**src/rtl/lbs_pkg.sv**
```systemverilog
package lbs_pkg;

    typedef logic [1:0] gen_t;

    typedef enum logic [2:0] {
        ST_IDLE,
        ST_PERST,
        ST_SETTLE,
        ST_ARM,
        ST_CHECK,
        ST_WAIT,
        ST_DONE,
        ST_FAIL
    } state_t;

    typedef enum logic [1:0] {
        V_DONE,
        V_REPEAT,
        V_FAIL
    } verdict_t;

endpackage

```
**src/rtl/lbs_tick.sv**
```systemverilog
// Free-running prescaler: one tick_o pulse every PRESCALE cycles.
module lbs_tick #(
    parameter int PRESCALE = 100000
) (
    input  logic clk,
    input  logic rst_n,
    output logic tick_o
);
    generate
        if (PRESCALE <= 1) begin : g_every
            assign tick_o = 1'b1;
        end else begin : g_div
            localparam int CW = $clog2(PRESCALE);
            localparam logic [CW-1:0] LAST = CW'(PRESCALE - 1);
            logic [CW-1:0] cnt_q;

            always_ff @(posedge clk or negedge rst_n) begin
                if (!rst_n)              cnt_q <= '0;
                else if (cnt_q == LAST)  cnt_q <= '0;
                else                     cnt_q <= cnt_q + 1'b1;
            end

            assign tick_o = (cnt_q == LAST);
        end
    endgenerate
endmodule

```
**src/rtl/lbs_timer.sv**
```systemverilog
// Tick-based interval timer: load sets the length, expiry is a zero count.
module lbs_timer #(
    parameter int W = 8
) (
    input  logic         clk,
    input  logic         rst_n,
    input  logic         tick_i,
    input  logic         load_i,
    input  logic [W-1:0] len_i,
    output logic         expired_o
);
    logic [W-1:0] cnt_q;

    always_ff @(posedge clk or negedge rst_n) begin
        if (!rst_n)                      cnt_q <= '0;
        else if (load_i)                 cnt_q <= len_i;
        else if (tick_i && cnt_q != '0)  cnt_q <= cnt_q - 1'b1;
    end

    assign expired_o = (cnt_q == '0);

    // an expired timer stays expired until it is reloaded (no wrap).
    assert_timer_no_wrap_R2: assert property (@(posedge clk) disable iff (!rst_n)
        (cnt_q == '0 && !load_i) |=> (cnt_q == '0));
endmodule

```
**src/rtl/lbs_judge.sv**
```systemverilog
// Decides what a link-up observation means for the current attempt.
module lbs_judge (
    input  logic              second_i,
    input  lbs_pkg::gen_t     cur_i,
    input  lbs_pkg::gen_t     neg_i,
    output lbs_pkg::verdict_t verdict_o
);
    always_comb begin
        if (neg_i == cur_i)
            verdict_o = lbs_pkg::V_DONE;
        else if (!second_i && neg_i != 2'd0 && neg_i < cur_i)
            verdict_o = lbs_pkg::V_REPEAT;
        else
            verdict_o = lbs_pkg::V_FAIL;
    end
endmodule

```
**src/rtl/link_bringup_seq.sv**
```systemverilog
module link_bringup_seq #(
    parameter int PRESCALE     = 100000,
    parameter int RST_TICKS    = 10,
    parameter int SETTLE_TICKS = 100,
    parameter int POLL_TICKS   = 95,
    parameter int POLL_TRIES   = 10,
    parameter int DEF_GEN      = 3,
    parameter int LTSSM_W      = 6,
    parameter int L0_CODE      = 16
) (
    input  logic               clk,
    input  logic               rst_n,
    input  logic               start_i,
    input  logic [1:0]         max_gen_i,
    input  logic [LTSSM_W-1:0] ltssm_i,
    input  logic [1:0]         neg_gen_i,
    output logic [1:0]         gen_sel_o,
    output logic               train_en_o,
    output logic               retrain_o,
    output logic               perst_n_o,
    output logic               done_o,
    output logic               fail_o
);
    import lbs_pkg::*;

    localparam int MAXT = (RST_TICKS > SETTLE_TICKS)
                        ? ((RST_TICKS > POLL_TICKS) ? RST_TICKS : POLL_TICKS)
                        : ((SETTLE_TICKS > POLL_TICKS) ? SETTLE_TICKS : POLL_TICKS);
    localparam int TW = $clog2(MAXT + 1);
    localparam int NW = (POLL_TRIES > 1) ? $clog2(POLL_TRIES) : 1;
    localparam logic [TW-1:0] RST_LEN    = TW'(RST_TICKS);
    localparam logic [TW-1:0] SETTLE_LEN = TW'(SETTLE_TICKS);
    localparam logic [TW-1:0] POLL_LEN   = TW'(POLL_TICKS);
    localparam logic [NW-1:0] LAST_TRY   = NW'(POLL_TRIES - 1);
    localparam gen_t          DEF_G      = gen_t'(DEF_GEN);

    state_t          st_q, st_nx;
    gen_t            gen_q, gen_nx, start_gen;
    logic            second_q, second_nx;
    logic [NW-1:0]   tries_q, tries_nx;
    logic            tick, tmr_load, tmr_done, link_up;
    logic [TW-1:0]   tmr_len;
    verdict_t        vd;

    lbs_tick #(.PRESCALE(PRESCALE)) u_tick (
        .clk(clk), .rst_n(rst_n), .tick_o(tick)
    );

    lbs_timer #(.W(TW)) u_timer (
        .clk(clk), .rst_n(rst_n), .tick_i(tick), .load_i(tmr_load),
        .len_i(tmr_len), .expired_o(tmr_done)
    );

    lbs_judge u_judge (
        .second_i(second_q), .cur_i(gen_q), .neg_i(neg_gen_i), .verdict_o(vd)
    );

    assign link_up   = (ltssm_i >= LTSSM_W'(L0_CODE));
    assign start_gen = (max_gen_i == 2'd0) ? DEF_G : max_gen_i;

    // Next-state and bookkeeping of the current attempt.
    always_comb begin
        st_nx     = st_q;
        gen_nx    = gen_q;
        second_nx = second_q;
        tries_nx  = tries_q;
        tmr_load  = 1'b0;
        tmr_len   = '0;
        unique case (st_q)
            ST_IDLE, ST_DONE, ST_FAIL: begin
                if (start_i) begin
                    st_nx     = ST_PERST;
                    gen_nx    = start_gen;
                    second_nx = 1'b0;
                    tmr_load  = 1'b1;
                    tmr_len   = RST_LEN;
                end
            end
            ST_PERST: begin
                if (tmr_done) begin
                    st_nx    = ST_SETTLE;
                    tmr_load = 1'b1;
                    tmr_len  = SETTLE_LEN;
                end
            end
            ST_SETTLE: begin
                if (tmr_done) st_nx = ST_ARM;
            end
            ST_ARM: begin
                tries_nx = '0;
                st_nx    = ST_CHECK;
            end
            ST_CHECK: begin
                if (link_up) begin
                    unique case (vd)
                        V_DONE:   st_nx = ST_DONE;
                        V_REPEAT: begin
                            gen_nx    = neg_gen_i;
                            second_nx = 1'b1;
                            st_nx     = ST_ARM;
                        end
                        default:  st_nx = ST_FAIL;
                    endcase
                end else if (tries_q == LAST_TRY) begin
                    if (second_q || gen_q == 2'd1) begin
                        st_nx = ST_FAIL;
                    end else begin
                        gen_nx = gen_q - 2'd1;
                        st_nx  = ST_ARM;
                    end
                end else begin
                    tries_nx = tries_q + 1'b1;
                    tmr_load = 1'b1;
                    tmr_len  = POLL_LEN;
                    st_nx    = ST_WAIT;
                end
            end
            ST_WAIT: begin
                if (tmr_done) st_nx = ST_CHECK;
            end
            default: st_nx = ST_IDLE;
        endcase
    end

    // State register.
    always_ff @(posedge clk or negedge rst_n) begin
        if (!rst_n) begin
            st_q     <= ST_IDLE;
            gen_q    <= 2'd0;
            second_q <= 1'b0;
            tries_q  <= '0;
        end else begin
            st_q     <= st_nx;
            gen_q    <= gen_nx;
            second_q <= second_nx;
            tries_q  <= tries_nx;
        end
    end

    // Outputs.
    always_comb begin
        perst_n_o  = 1'b1;
        train_en_o = 1'b0;
        retrain_o  = 1'b0;
        done_o     = 1'b0;
        fail_o     = 1'b0;
        unique case (st_q)
            ST_IDLE, ST_SETTLE: ;
            ST_PERST: perst_n_o = 1'b0;
            ST_ARM: begin
                train_en_o = 1'b1;
                retrain_o  = 1'b1;
            end
            ST_CHECK, ST_WAIT: train_en_o = 1'b1;
            ST_DONE: begin
                train_en_o = 1'b1;
                done_o     = 1'b1;
            end
            ST_FAIL: begin
                train_en_o = 1'b1;
                fail_o     = 1'b1;
            end
            default: ;
        endcase
    end
    assign gen_sel_o = gen_q;

    assert_no_train_in_reset_R1: assert property (@(posedge clk) disable iff (!rst_n)
        !perst_n_o |-> !train_en_o);
    assert_retrain_needs_enable_R4: assert property (@(posedge clk) disable iff (!rst_n)
        retrain_o |-> train_en_o);
    assert_retrain_single_R4: assert property (@(posedge clk) disable iff (!rst_n)
        retrain_o |=> !retrain_o);
    assert_gen_nonzero_R3: assert property (@(posedge clk) disable iff (!rst_n)
        train_en_o |-> (gen_sel_o != 2'd0));
    assert_gen_only_down_R6: assert property (@(posedge clk) disable iff (!rst_n)
        (train_en_o && $past(train_en_o) && gen_sel_o != $past(gen_sel_o))
        |-> (gen_sel_o < $past(gen_sel_o)));
    assert_outcome_exclusive_R8: assert property (@(posedge clk) disable iff (!rst_n)
        !(done_o && fail_o));
    assert_done_held_R8: assert property (@(posedge clk) disable iff (!rst_n)
        (done_o && !start_i) |=> (done_o && $stable(gen_sel_o)));
    assert_fail_held_R8: assert property (@(posedge clk) disable iff (!rst_n)
        (fail_o && !start_i) |=> (fail_o && $stable(gen_sel_o)));
endmodule

```
**config.mk**
```make
export PLATFORM = sky130hd
export DESIGN_NAME = link_bringup_seq
export DESIGN_NICKNAME = d
export VERILOG_FILES = /design/src/rtl/lbs_pkg.sv /design/src/rtl/lbs_tick.sv /design/src/rtl/lbs_timer.sv /design/src/rtl/lbs_judge.sv /design/src/rtl/link_bringup_seq.sv
export SDC_FILE = /design/constraint.sdc
export NUM_CORES = 1
export LEC_CHECK = 0
export BUFFER_PORTS_ARGS = -buffer_cell sky130_fd_sc_hd__buf_2
export CAP_MARGIN = 20
export CORE_MARGIN = 2
export CORE_UTILIZATION = 40
export CTS_CLUSTER_SIZE = 28
export DETAILED_ROUTE_END_ITERATION = 10
export PLACE_DENSITY = 0.59
export SLEW_MARGIN = 20
export SYNTH_ARGS = -nofsm -noshare
export SYNTH_HDL_FRONTEND = slang
export SYNTH_SLANG_ARGS = --single-unit
```
**constraint.sdc**
```tcl
create_clock -name clk -period 1.9 [get_ports clk]
set_input_delay 0.095 -clock clk [delete_from_list [all_inputs] [get_ports clk]]
set_output_delay 0.095 -clock clk [all_outputs]
set_load 0.05 [all_outputs]
```
======== After elaboration in Yosys (flattened, before gate mapping) ========
Cells that the tools add are included.
storage, ports and cells
  flip-flop bits (word level) ............. 34
  bits of input ports ..................... 13
  word-level logic and storage cells ...... 98
operators by class
  add/subtract/negate cells ............... 4
  magnitude comparators ................... 2
  equal/unequal tests ..................... 23
  muxes and demuxes ....................... 43
  reductions and logical operators ........ 20
operator list
  kind                     number
  $mux W7                  5
  $mux W3                  7
  $pmux W7 S3              1
  $pmux W3 S6              1
  $add A17 B1 Y17 const B  1
  $eq A17 B17 Y1 const B   1
  $mux W17                 1
  $mux W2                  8
  $ne A2 B2 Y1 const B     7
  $eq A3 B3 Y1 const B     4
  $mux W1                  12
  $mux W4                  3
  $pmux W4 S2              1
  $reduce_and A4 Y1        2
  $reduce_bool A2 Y1       4
  $logic_not A7 Y1         1
  $reduce_bool A7 Y1       1
  $sub A7 B1 Y7 const B    1
  $eq A3 B2 Y1 const B     2
  $ge A6 B5 Y1 const B     1
  $ne A3 B3 Y1 const B     2
  $pmux W3 S2              1
  $reduce_and A5 Y1        1
  $reduce_or A5 Y1         1
  other kinds (19)         23

======== Logic depth before layout (Yosys ltp) ========
Gate-level depths: netlist of run 1.
  depth in word-level cells ............... 9
  mapped depth ............................ 7
  depth with buffers taken out ............ 7

======== Modules after synthesis ========
From an unflattened synthesis of run 1, not the netlist that was laid out.
second synthesis, totals
  cells, all modules ...................... 229
  area, all modules ....................... 2118.3 um2
modules (own cells, without submodules)
  module            times used  cells each  area an instance (um2)  seq. area each (um2)
  lbs_tick          1           74          793.3                   425.4
  link_bringup_seq  1           93          787.0                   250.2
  lbs_timer         1           52          461.7                   175.2
  lbs_judge         1           10          76.3                    0.0

======== Worst setup path before layout of run 1 ========
Ideal clock, no wire load.
  path type ............................... register -> register
  from .................................... register gen_q[0], in the netlist gen_sel_o[0]
  to ...................................... register gen_q[0], in the netlist gen_sel_o[0]
  setup time .............................. 128 ps
  arrival time ............................ 2059 ps
  required time ........................... 1772 ps
  slack ................................... -287 ps
  cell stages (with the launch flop) ...... 7
  path buffers ............................ 0
  period minus slack after synthesis ...... 2187 ps
  path through ............................ dfrtp_1 > ha_1 > nand2b_1 > a2111oi_0 > nand3b_1 > nand2_1 > mux2_1
on the way
  word-level cells in the longest chain between the ends .. 7
RTL lines
  element                      line                     RTL
  start, declared              link_bringup_seq.sv:38   gen_t gen_q, gen_nx, start_gen;
  start signal, assigned       link_bringup_seq.sv:134  gen_q <= gen_nx;
  $lt A2 B2 Y1                 lbs_judge.sv:11          else if (!second_i && neg_i != 2'd0 && neg_i < cur_i)
  $logic_and A1 B1 Y1          lbs_judge.sv:11
  $mux W2                      lbs_judge.sv:11
  $mux W2                      lbs_judge.sv:9           if (neg_i == cur_i)
  $eq A2 B1 Y1                 link_bringup_seq.sv:95   unique case (vd)
  $ne A3 B2 Y1 (no line)       -
  $reduce_and A5 Y1 (no line)  -
Parallel ways exist; a longest one is shown, timed or not. The select of a mux whose other input is x is not followed.
A chain may end at the register's enable or synchronous reset.

======== Worst setup path in the final report of run 1 ========
  from .................................... register u_tick.g_div.cnt_q[12]
  to ...................................... register u_timer.cnt_q[5]
on the way
  word-level cells in the longest chain between the ends .. 3
RTL lines
  element                       line             RTL
  start, declared               lbs_tick.sv:15   logic [CW-1:0] cnt_q;
  start signal, assigned        lbs_tick.sv:20   else cnt_q <= cnt_q + 1'b1;
  $eq A17 B17 Y1                lbs_tick.sv:23   assign tick_o = (cnt_q == LAST);
  $logic_and A1 B1 Y1           lbs_timer.sv:17  else if (tick_i && cnt_q != '0) cnt_q <= cnt_q - 1'b1;
  $reduce_bool A2 Y1 (no line)  -
  end signal, assigned          lbs_timer.sv:16  else if (load_i) cnt_q <= len_i;
  end signal, assigned          lbs_timer.sv:17
  end, declared                 lbs_timer.sv:12  logic [W-1:0] cnt_q;
Every way passes these cells.

==> out/results.tsv, run 1 <==
metric	value	unit
global-route wire length before repair	7.36	mm
logic gate share of total power	4.1	%
pre-CTS WS	-0.0379	ns
placed cell area	2380	µm²
Post-synth ARST share	100	%
Worst Path Required	2.10	ns
critical path class	reg2reg	
hold_ws	0.161	ns
Worst Path Arrival	2.11	ns
IO Pins	20	
clock tree buffer depth	2	
Clock Power Share	41.6	%
flops & latches, synth	34	
Pleak	1.15	nW
Critical Path Fanout Max	5	
drt pass-1 iters	4	
CTS tree	done	
internal power	0.00104	W
root buf cell	clkbuf_8	
crit path time final	1.91	ns
DIE HEIGHT	75.2	µm
synthesis-to-layout area growth	26.7	%
CP endpoint kind	flop	
slowest CP cell	or4b_4	
clk_lat worst skew	0.28	ns
crit path cell chain	or4b_4 > nor4_4 > and4_1 > a211oi_2 > a211oi_2	
initial antenna violation count	0	
DRC errors left	0	
Net Sw Frac	22.1	%
Setup violations, final	1	
die width	75.2	µm
CTS sink cnt	34	
Routed Wire Length	4.14	mm
max-slew violations	0	
Core Area	4820	µm²
Row Count	25	
Max IR drop VDD	0.000311	V
Die ar.	5650	µm²
fin crit share	101	%
Max Clock Freq	523	MHz
PortBufs	15	
pwr/cell area	519	nW/µm²
post-route cell area	2570	µm²
layout cells sized above 1	29.0	%
final setup margin	-0.0104	ns
most used cell, CP	a211oi_2	
pin count of the biggest net entering global routing	35	
WL per Instance	12.6	µm
Post-Syn Instances	212	
Max-slew headroom	58.7	%
worst clock skew	0.00348	ns
cts bufs inserted	5	
synth warn	0	
Worst path max stage delay	0.55	ns
Detail Placement HPWL	3.01	mm
Ant. Diodes	0	
Seq/Total Area, Yosys	42.0	%
via count	1675	
NetSw	0.000294	W
Tot GR Track Use	17.1	%
Iter 0 DRT Violations	69	
Final #Nets	282	
antenna-violating nets left	0	
failing checks	negative setup slack	
Yosys cell types	51	
vias in the first global route	1655	
Starting Density	42.1	%
Reg clk slew, reported paths	0.07	ns
RSZ-0062 raised after global routing	true	
Final Hold Viols	0	
Sequential Power Share	54.3	%
most frequent cells in the layout	buf_4 (32), dfrtp_1 (32), nor2_1 (18)	
Tightest Hold Check Type	in2reg	
Synth Flop Type	dfrtp_1	
CP startpoint kind	flop	
max cap viols	0	
H-Tree Level Count	2	
gpl congestion	0.818	
GRT overflow	0	
syn_nets	233	
worst slew pin tran	0.615	ns
run status	complete, but fails checks	
Post-synth EDFFs	0	
Mean Syn Cell Area	9.56	µm²
vias per std cell	5.09	
post-synthesis cell area	2030	µm²
[worst max-delay path: cells and delay by family (launching register included)]
family,cells,cell delay [ns]
AOI/OAI and AO/OA,2,0.24
DFF,1,0.39
and+or+nand+nor,3,1.20
[flip-flops by register name, summed over array words and instances (netlist names)]
| name | count |
|---|---|
| second_q | 1 |
| st_q | 3 |
| u_tick.g_div.cnt_q | 17 |
| gen_sel_o | 2 |
| tries_q | 4 |
| u_timer.cnt_q | 7 |
[power groups by stage]
stage          combinational (W)  clock, W  sequential [W]
2_1_floorplan          0.0000171         0        0.000738
3_3_place_gp           0.0000489         0        0.000737
3_5_place_dp           0.0000491         0        0.000737
4_1_cts                0.0000507  0.000579        0.000723
5_1_grt                0.0000629  0.000609        0.000723
6_report               0.0000544  0.000554        0.000723
[cells in the mapped netlist, types with 3 or more instances]
| cell | count | area share, % |
|---|---|---|
| nor2_1 | 18 | 3.3 |
| nand4b_1 | 3 | 1.3 |
| ha_1 | 8 | 4.9 |
| nor3b_1 | 3 | 1.1 |
| nor2b_1 | 3 | 0.93 |
| inv_1 | 9 | 1.7 |
| clkbuf_1 | 4 | 0.74 |
| nor3_1 | 4 | 0.99 |
| and2_1 | 3 | 0.93 |
| nand3_1 | 14 | 3.5 |
| nand2_1 | 15 | 2.8 |
| nand2b_1 | 4 | 1.2 |
| a21oi_1 | 7 | 1.7 |
| dfrtp_1 | 34 | 42 |
| xnor2_1 | 12 | 5.2 |
| xor2_1 | 8 | 3.5 |
| nand4_1 | 4 | 1.2 |
| and3_1 | 6 | 1.9 |
| o21ai_0 | 11 | 2.7 |
| o21ai_1 | 4 | 0.99 |
[timing repair]
action / CTS / global route
gates cloned: 0 / 0
hold buffers: 1 / 0
endpoints found under the setup margin: 5 / 9
buffers inserted: 4 / 2
resized for setup: 1 / 7
pin swaps: 3 / 7
hold endpoints to repair: 34 / 0
[metal layers]
layer  wire [µm]  up-vias  global-route usage, %
met5           0        -                      0
met4          46        0                   4.87
met3         104        5                   4.69
met2        1940       16                   28.1
met1        2060      801                   22.3
li1            -      853                      -
[stage by stage]
stage / util (%) / TNS (ns) / power [W] / std cells
6_report: 53.3 / -0.0104 / 0.00133 / 329
5_1_grt: 53.3 / -0.501 / 0.00139 / 329
4_1_cts: 52.1 / 0 / 0.00135 / 327
3_5_place_dp: 49.3 / -0.0789 / 0.000786 / 314
3_3_place_gp: 49.3 / -0.00730 / 0.000786 / 314
2_1_floorplan: - / 0 / 0.000755 / 212
[path summary, 6_finish.rpt]
path | startpoint | cells past startpoint | to | slack (ns)
min | start_i | 4 | second_q$_DFFE_PN0P_ | 0.16
max | u_tick.g_div.cnt_q[12]$_DFF_PN0_ | 5 | u_timer.cnt_q[5]$_DFFE_PN0P_ | -0.01
max reg2reg | u_tick.g_div.cnt_q[12]$_DFF_PN0_ | 5 | u_timer.cnt_q[5]$_DFFE_PN0P_ | -0.01
min reg2reg | u_timer.cnt_q[5]$_DFFE_PN0P_ | 1 | u_timer.cnt_q[5]$_DFFE_PN0P_ | 0.53
max in group asynchronous | rst_n | 3 | gen_sel_o[0]$_DFFE_PN0P_ | 1.18
min in group asynchronous | rst_n | 3 | second_q$_DFFE_PN0P_ | 0.37
[cells by family after synthesis]
logic type,count (synthesis),share of synthesized area [%]
AO/OA/AOI/OAI,35,11.0
XOR/XNOR,20,8.65
adder cells (fa/ha/maj),8,4.94
buffers and inverters,16,3.09
flip-flops,34,42.0
multiplexers,4,2.16
AND/OR/NAND/NOR,95,28.2
[layout make-up]
class | count | area, µm²
clock buffers | 7 | 86.3
clock inverters | 1 | 5.00
inverters | 10 | 37.5
fillers | 457 | 2250
well taps | 67 | 83.8
repair buffers | 48 | 325
flip-flops and latches | 34 | 853
multi-input cells | 162 | 1170
No activity file was read; power rests on OpenSTA's default activity.
==> inputs of run 2 (changes only) <==
--- a/config.mk
+++ b/config.mk
@@ -10,6 +10,6 @@
 export CORE_MARGIN = 2
-export CORE_UTILIZATION = 40
+export CORE_UTILIZATION = 35
 export CTS_CLUSTER_SIZE = 28
 export DETAILED_ROUTE_END_ITERATION = 10
-export PLACE_DENSITY = 0.59
+export PLACE_DENSITY = 0.53
 export SLEW_MARGIN = 20
==> constraint.sdc (replaced) <==
create_clock -name clk -period 1.9 [get_ports clk]
set_input_delay 0.285 -clock clk [delete_from_list [all_inputs] [get_ports clk]]
set_output_delay 0.285 -clock clk [all_outputs]
set_load 0.05 [all_outputs]
==> run 2 against run 1 <==
Net effect: the flow finishes with violations (negative hold slack); non-clock buffer count shrank 4; clock power grew 2%; core utilization shrank 7.4 points; die area grew 13%; global-route usage shrank 2.4 points; first-iteration DRC count grew 10%.
==> out/results.tsv, run 2 (same netlist as run 1, synthesis figures left out) <==
metric	value	unit
Pleak	1.13	nW
DRC errors left	0	
clock tree buffer depth	2	
Ant. Diodes	0	
Fin Setup TNS	0	ns
CP endpoint kind	flop	
top flop regs	u_tick.g_div.cnt_q (17), u_timer.cnt_q (7), tries_q (4)	
Row Count	27	
failing checks	negative hold slack	
drt pass-1 iters	4	
layout cells sized above 1	28.3	%
Critical Path Fanout Max	5	
Max-slew headroom	61.4	%
RSZ-0062 raised after global routing	true	
Final Hold Viols	15	
Iter 0 DRT Violations	76	
crit path cell chain	or4b_4 > nor4_4 > nand4_1 > xnor2_1 > a21bo_1	
max-slew violations	0	
cts bufs inserted	5	
most frequent cells in the layout	dfrtp_1 (32), buf_4 (29), nor2_1 (18)	
max cap viols	0	
crit path time final	1.87	ns
Max Clock Freq	534	MHz
clk_lat worst skew	0.29	ns
GRT overflow	0	
Worst path max stage delay	0.55	ns
vias in the first global route	1547	
pwr/cell area	529	nW/µm²
via count	1653	
synthesis-to-layout area growth	25.4	%
Worst Path Arrival	2.05	ns
post-route cell area	2540	µm²
Starting Density	36.6	%
Tot GR Track Use	14.7	%
most common cell after layout, fill and taps aside	dfrtp_1	
worst slew pin tran	0.579	ns
Setup violations, final	0	
critical path class	reg2reg	
initial antenna violation count	0	
Routed Wire Length	4.28	mm
slowest CP cell	or4b_4	
fin util	45.8	%
Max IR drop VDD	0.000447	V
Worst Path Required	2.08	ns
Die ar.	6410	µm²
gpl congestion	0.795	
CTS tree	done	
IO Pins	20	
H-Tree Level Count	2	
root buf cell	clkbuf_8	
global-route wire length before repair	7.33	mm
hold-fix buffers at CTS	0	
Core Area	5540	µm²
Fill cells	563	
worst clock skew	0.00577	ns
fin crit share	98.6	%
Final #Nets	278	
CP startpoint kind	flop	
vias per std cell	5.01	
Detail Placement HPWL	3.12	mm
hold_ws	-0.0137	ns
CTS sink cnt	34	
Tightest Hold Check Type	in2async	
run status	complete, but fails checks	
DIE HEIGHT	80.1	µm
antenna-violating nets left	0	
placed cell area	2400	µm²
overall power	0.00134	W
max FFs per register	17	
PortBufs	15	
die width	80.1	µm
Most flops, register	u_tick.g_div.cnt_q	
Reg clk slew, reported paths	0.07	ns
WL per Instance	13.0	µm
r2r setup slk	0.03	ns
pin count of the biggest net entering global routing	25	
==> run 2: cell count changes in the layout (fill, tap and decap cells not counted), sizes merged <==
cell,delta
buf,-3
dlygate4sd3,-1
==> run 2: worst paths after layout <==
| kind | cells after the start | end | startpoint |
|---|---|---|---|
| min in group clk | 4 | second_q$_DFFE_PN0P_ | start_i |
| setup reg to reg | 5 | u_timer.cnt_q[6]$_DFFE_PN0P_ | u_tick.g_div.cnt_q[13]$_DFF_PN0_ |
| hold reg to reg | 1 | u_timer.cnt_q[5]$_DFFE_PN0P_ | u_timer.cnt_q[5]$_DFFE_PN0P_ |
| setup / recovery | 5 | u_timer.cnt_q[6]$_DFFE_PN0P_ | u_tick.g_div.cnt_q[13]$_DFF_PN0_ |
| hold / removal | 1 | gen_sel_o[0]$_DFFE_PN0P_ | rst_n |
| max in group asynchronous | 2 | u_tick.g_div.cnt_q[0]$_DFF_PN0_ | rst_n |
==> run 2: area by class of cell <==
type,count,area [µm²],area share [%]
clock buffer,7,86.3,3.40
sequential,34,853,33.6
tap,72,90.1,3.55
multi-input combinational,162,1170,46.3
clock inverter,1,5.00,0.197
inverter,10,37.5,1.48
timing repair buffer,44,293,11.5
==> run 2: layer usage <==
layer,up-vias,share of wire [%],global-route usage [%]
met5,-,0,0
met4,0,1.1,4.07
met3,6,2.9,3.37
met2,19,45,23.8
met1,784,51,19.7
li1,844,-,-
==> run 2: through the flow <==
| step | setup slack, ns | cells |
|---|---|---|
| after CTS | 0.00208 | 329 |
| after floorplan | 0.00826 | 212 |
| after global routing | -0.0660 | 330 |
| after global placement | -0.0266 | 321 |
| after detailed placement | -0.0309 | 321 |
| final | 0.0265 | 330 |
==> run 2: where the power goes <==
part / internal (W) / switching [W]
Clock: 0.000293 / 0.000271
Sequential: 0.000723 / 0
Combinational: 0.0000239 / 0.0000337
==> run 2: repair_timing <==
| action | CTS | global route |
|---|---|---|
| endpoints found under the setup margin | 4 | 8 |
| buffers inserted | 0 | 1 |
| pin swaps | 3 | 5 |
| gates resized for setup | 2 | 6 |
| gates cloned | 0 | 0 |
==> run 2: worst max-delay path: cells and delay by family (launching register included) <==
| kind | cells | cell delay, ns |
|---|---|---|
| flops | 1 | 0.38 |
| compound gates | 1 | 0.16 |
| simple gates | 3 | 1.07 |
| xor+xnor | 1 | 0.16 |
==> inputs of run 3 (changes only) <==
--- a/config.mk
+++ b/config.mk
@@ -13,3 +13,2 @@
 export DETAILED_ROUTE_END_ITERATION = 10
-export PLACE_DENSITY = 0.53
 export SLEW_MARGIN = 20
==> constraint.sdc (replaced) <==
create_clock -name clk -period 1.9 [get_ports clk]
set_input_delay 0.095 -clock clk [delete_from_list [all_inputs] [get_ports clk]]
set_output_delay 0.095 -clock clk [all_outputs]
set_load 0.05 [all_outputs]
==> run 3 against run 2 <==
Net effect: the run ends with negative setup slack left; register-to-register slack got worse by 0.03 ns; total power fell by 1.1%; first-iteration DRC count fell by 7.9%; sequential power barely moved; design area rose by 1.7%; cell count rose by 1.5%; flip-flop and latch count did not move; critical path depth did not move; die area did not move; clock power fell by 2%; global-route usage fell by 0.23 points; wire length fell by 3.4%; critical path type unchanged; critical endpoint is now u_timer.cnt_q[3]$_DFFE_PN0P_; highest routed layer unchanged.
==> out/results.tsv, run 3 (same netlist as run 1, synthesis figures left out) <==
metric	value	unit
run status	complete, but fails checks	
failing checks	negative setup slack	
DIE HEIGHT	80.1	µm
layout cells sized above 1	28.9	%
Pleak	1.15	nW
initial antenna violation count	0	
Worst path max stage delay	0.55	ns
CP delay by family, top	simple AND/OR/NAND/NOR gates	
Worst Path Required	2.06	ns
CTS tree	done	
crit path buf inv count	1	
worst clock skew	0.0110	ns
critical path class	reg2reg	
Reg clk slew, reported paths	0.08	ns
gpl congestion	0.780	
Tightest Hold Check Type	in2reg	
IO Pins	20	
slowest CP cell	or4b_4	
synthesis-to-layout area growth	27.5	%
vias per std cell	4.99	
Starting Density	36.6	%
fin crit share	100	%
Finished Layout Cells	335	
Routed Wire Length	4.13	mm
cts bufs inserted	5	
most common cell after layout, fill and taps aside	buf_4	
Setup violations, final	1	
Fin Setup TNS	-0.00723	ns
CP endpoint kind	flop	
post-route cell area	2580	µm²
Row Count	27	
Final Hold Viols	0	
pre-CTS WS	-0.0536	ns
Critical Path Fanout Max	3	
Ant. Diodes	0	
H-Tree Level Count	2	
Worst Path Arrival	2.07	ns
Iter 0 DRT Violations	70	
Die ar.	6410	µm²
CTS sink cnt	34	
antenna-violating nets left	0	
Max IR drop VDD	0.000354	V
Post-Place Cells	319	
WL per Instance	12.3	µm
max FFs per register	17	
PortBufs	15	
Tot GR Track Use	14.5	%
DRC errors left	0	
Most flops, register	u_tick.g_div.cnt_q	
die width	80.1	µm
drt pass-1 iters	5	
max cap viols	0	
Max-slew headroom	47.5	%
final setup margin	-0.00723	ns
Final #Nets	283	
most frequent cells in the layout	buf_4 (33), dfrtp_1 (32), nor2_1 (18)	
worst slew pin tran	0.788	ns
Detail Placement HPWL	3.03	mm
GRT overflow	0	
clk_lat worst skew	0.28	ns
crit path time final	1.91	ns
top flop regs	u_tick.g_div.cnt_q (17), u_timer.cnt_q (7), tries_q (4)	
max-slew violations	0	
global-route wire length before repair	7.31	mm
root buf cell	clkbuf_8	
pwr/cell area	515	nW/µm²
Core Area	5540	µm²
crit path cell chain	or4b_4 > nor4_4 > buf_4 > o21ai_0 > a221o_1	
RSZ-0062 raised after global routing	true	
Max Clock Freq	524	MHz
vias in the first global route	1585	
via count	1672	
placed cell area	2380	µm²
CP startpoint kind	flop	
clock tree buffer depth	2	
pin count of the biggest net entering global routing	35	
run 3: cell count changes in the layout (fill, tap and decap cells not counted):
cell and change:
nor4_2 -1, dlygate4sd3_1 +1, a211oi_2 -2, or4_1 -1, nor4_4 +1, or4_4 +1
a211oi_1 +2, buf_4 +4
run 3: path summary, 6_finish.rpt:
path,from,to,slack (ns),depth (start not counted)
max in group asynchronous,rst_n,gen_sel_o[1]$_DFFE_PN0P_,0.95,2
min in group asynchronous,rst_n,second_q$_DFFE_PN0P_,0.42,2
worst min-delay path,start_i,second_q$_DFFE_PN0P_,0.16,4
worst max-delay path,u_tick.g_div.cnt_q[13]$_DFF_PN0_,u_timer.cnt_q[3]$_DFFE_PN0P_,-0.007,5
worst min register to register,u_timer.cnt_q[5]$_DFFE_PN0P_,u_timer.cnt_q[5]$_DFFE_PN0P_,0.49,1
worst max register to register,u_tick.g_div.cnt_q[13]$_DFF_PN0_,u_timer.cnt_q[3]$_DFFE_PN0P_,-0.007,5
run 3: what timing repair did:
action                     4_1_cts  5_1_grt
gates cloned                     0        0
setup endpoints to repair        5        7
hold buffers                     1        0
hold endpoints to repair        34        0
gates resized for setup          3        5
buffers inserted                 2        5
pin swaps                        1        8
run 3: metal layers:
| layer | GRT usage (%) | vias to the layer above | share of wire (%) |
|---|---|---|---|
| met3 | 3.60 | 5 | 4.6 |
| met5 | 0 | - | 0 |
| met4 | 4.07 | 0 | 0.70 |
| met1 | 19.6 | 787 | 48 |
| met2 | 22.9 | 30 | 46 |
| li1 | - | 850 | - |
run 3: worst min-delay path, stage by stage:
cell,delay [ns]
buf_2,0.14
o21ai_0,0.08
nand2_1,0.05
o21ai_0,0.06
run 3: area by class of cell:
class                   count  area [µm²]
fillers                   550        2960
multi-input cells         162        1180
flip-flops and latches     34         853
repair buffers             49         333
well taps                  72        90.1
clock buffers               7        86.3
inverters                  10        37.5
clock inverters             1        5.00
run 3: power by group:
group | switching [W] | internal, W
clock | 0.000260 | 0.000292
combinational | 0.0000320 | 0.0000213
sequential | 0 | 0.000723
run 3: through the flow:
stage | utilization (%) | hold slack, ns | power, W
after floorplan | - | -0.201 | 0.000755
after detailed placement | 43.0 | 0.226 | 0.000785
after global routing | 46.6 | 0.216 | 0.00139
final | 46.6 | 0.162 | 0.00133
after global placement | 43.0 | 0.228 | 0.000785
after CTS | 45.4 | 0.159 | 0.00135
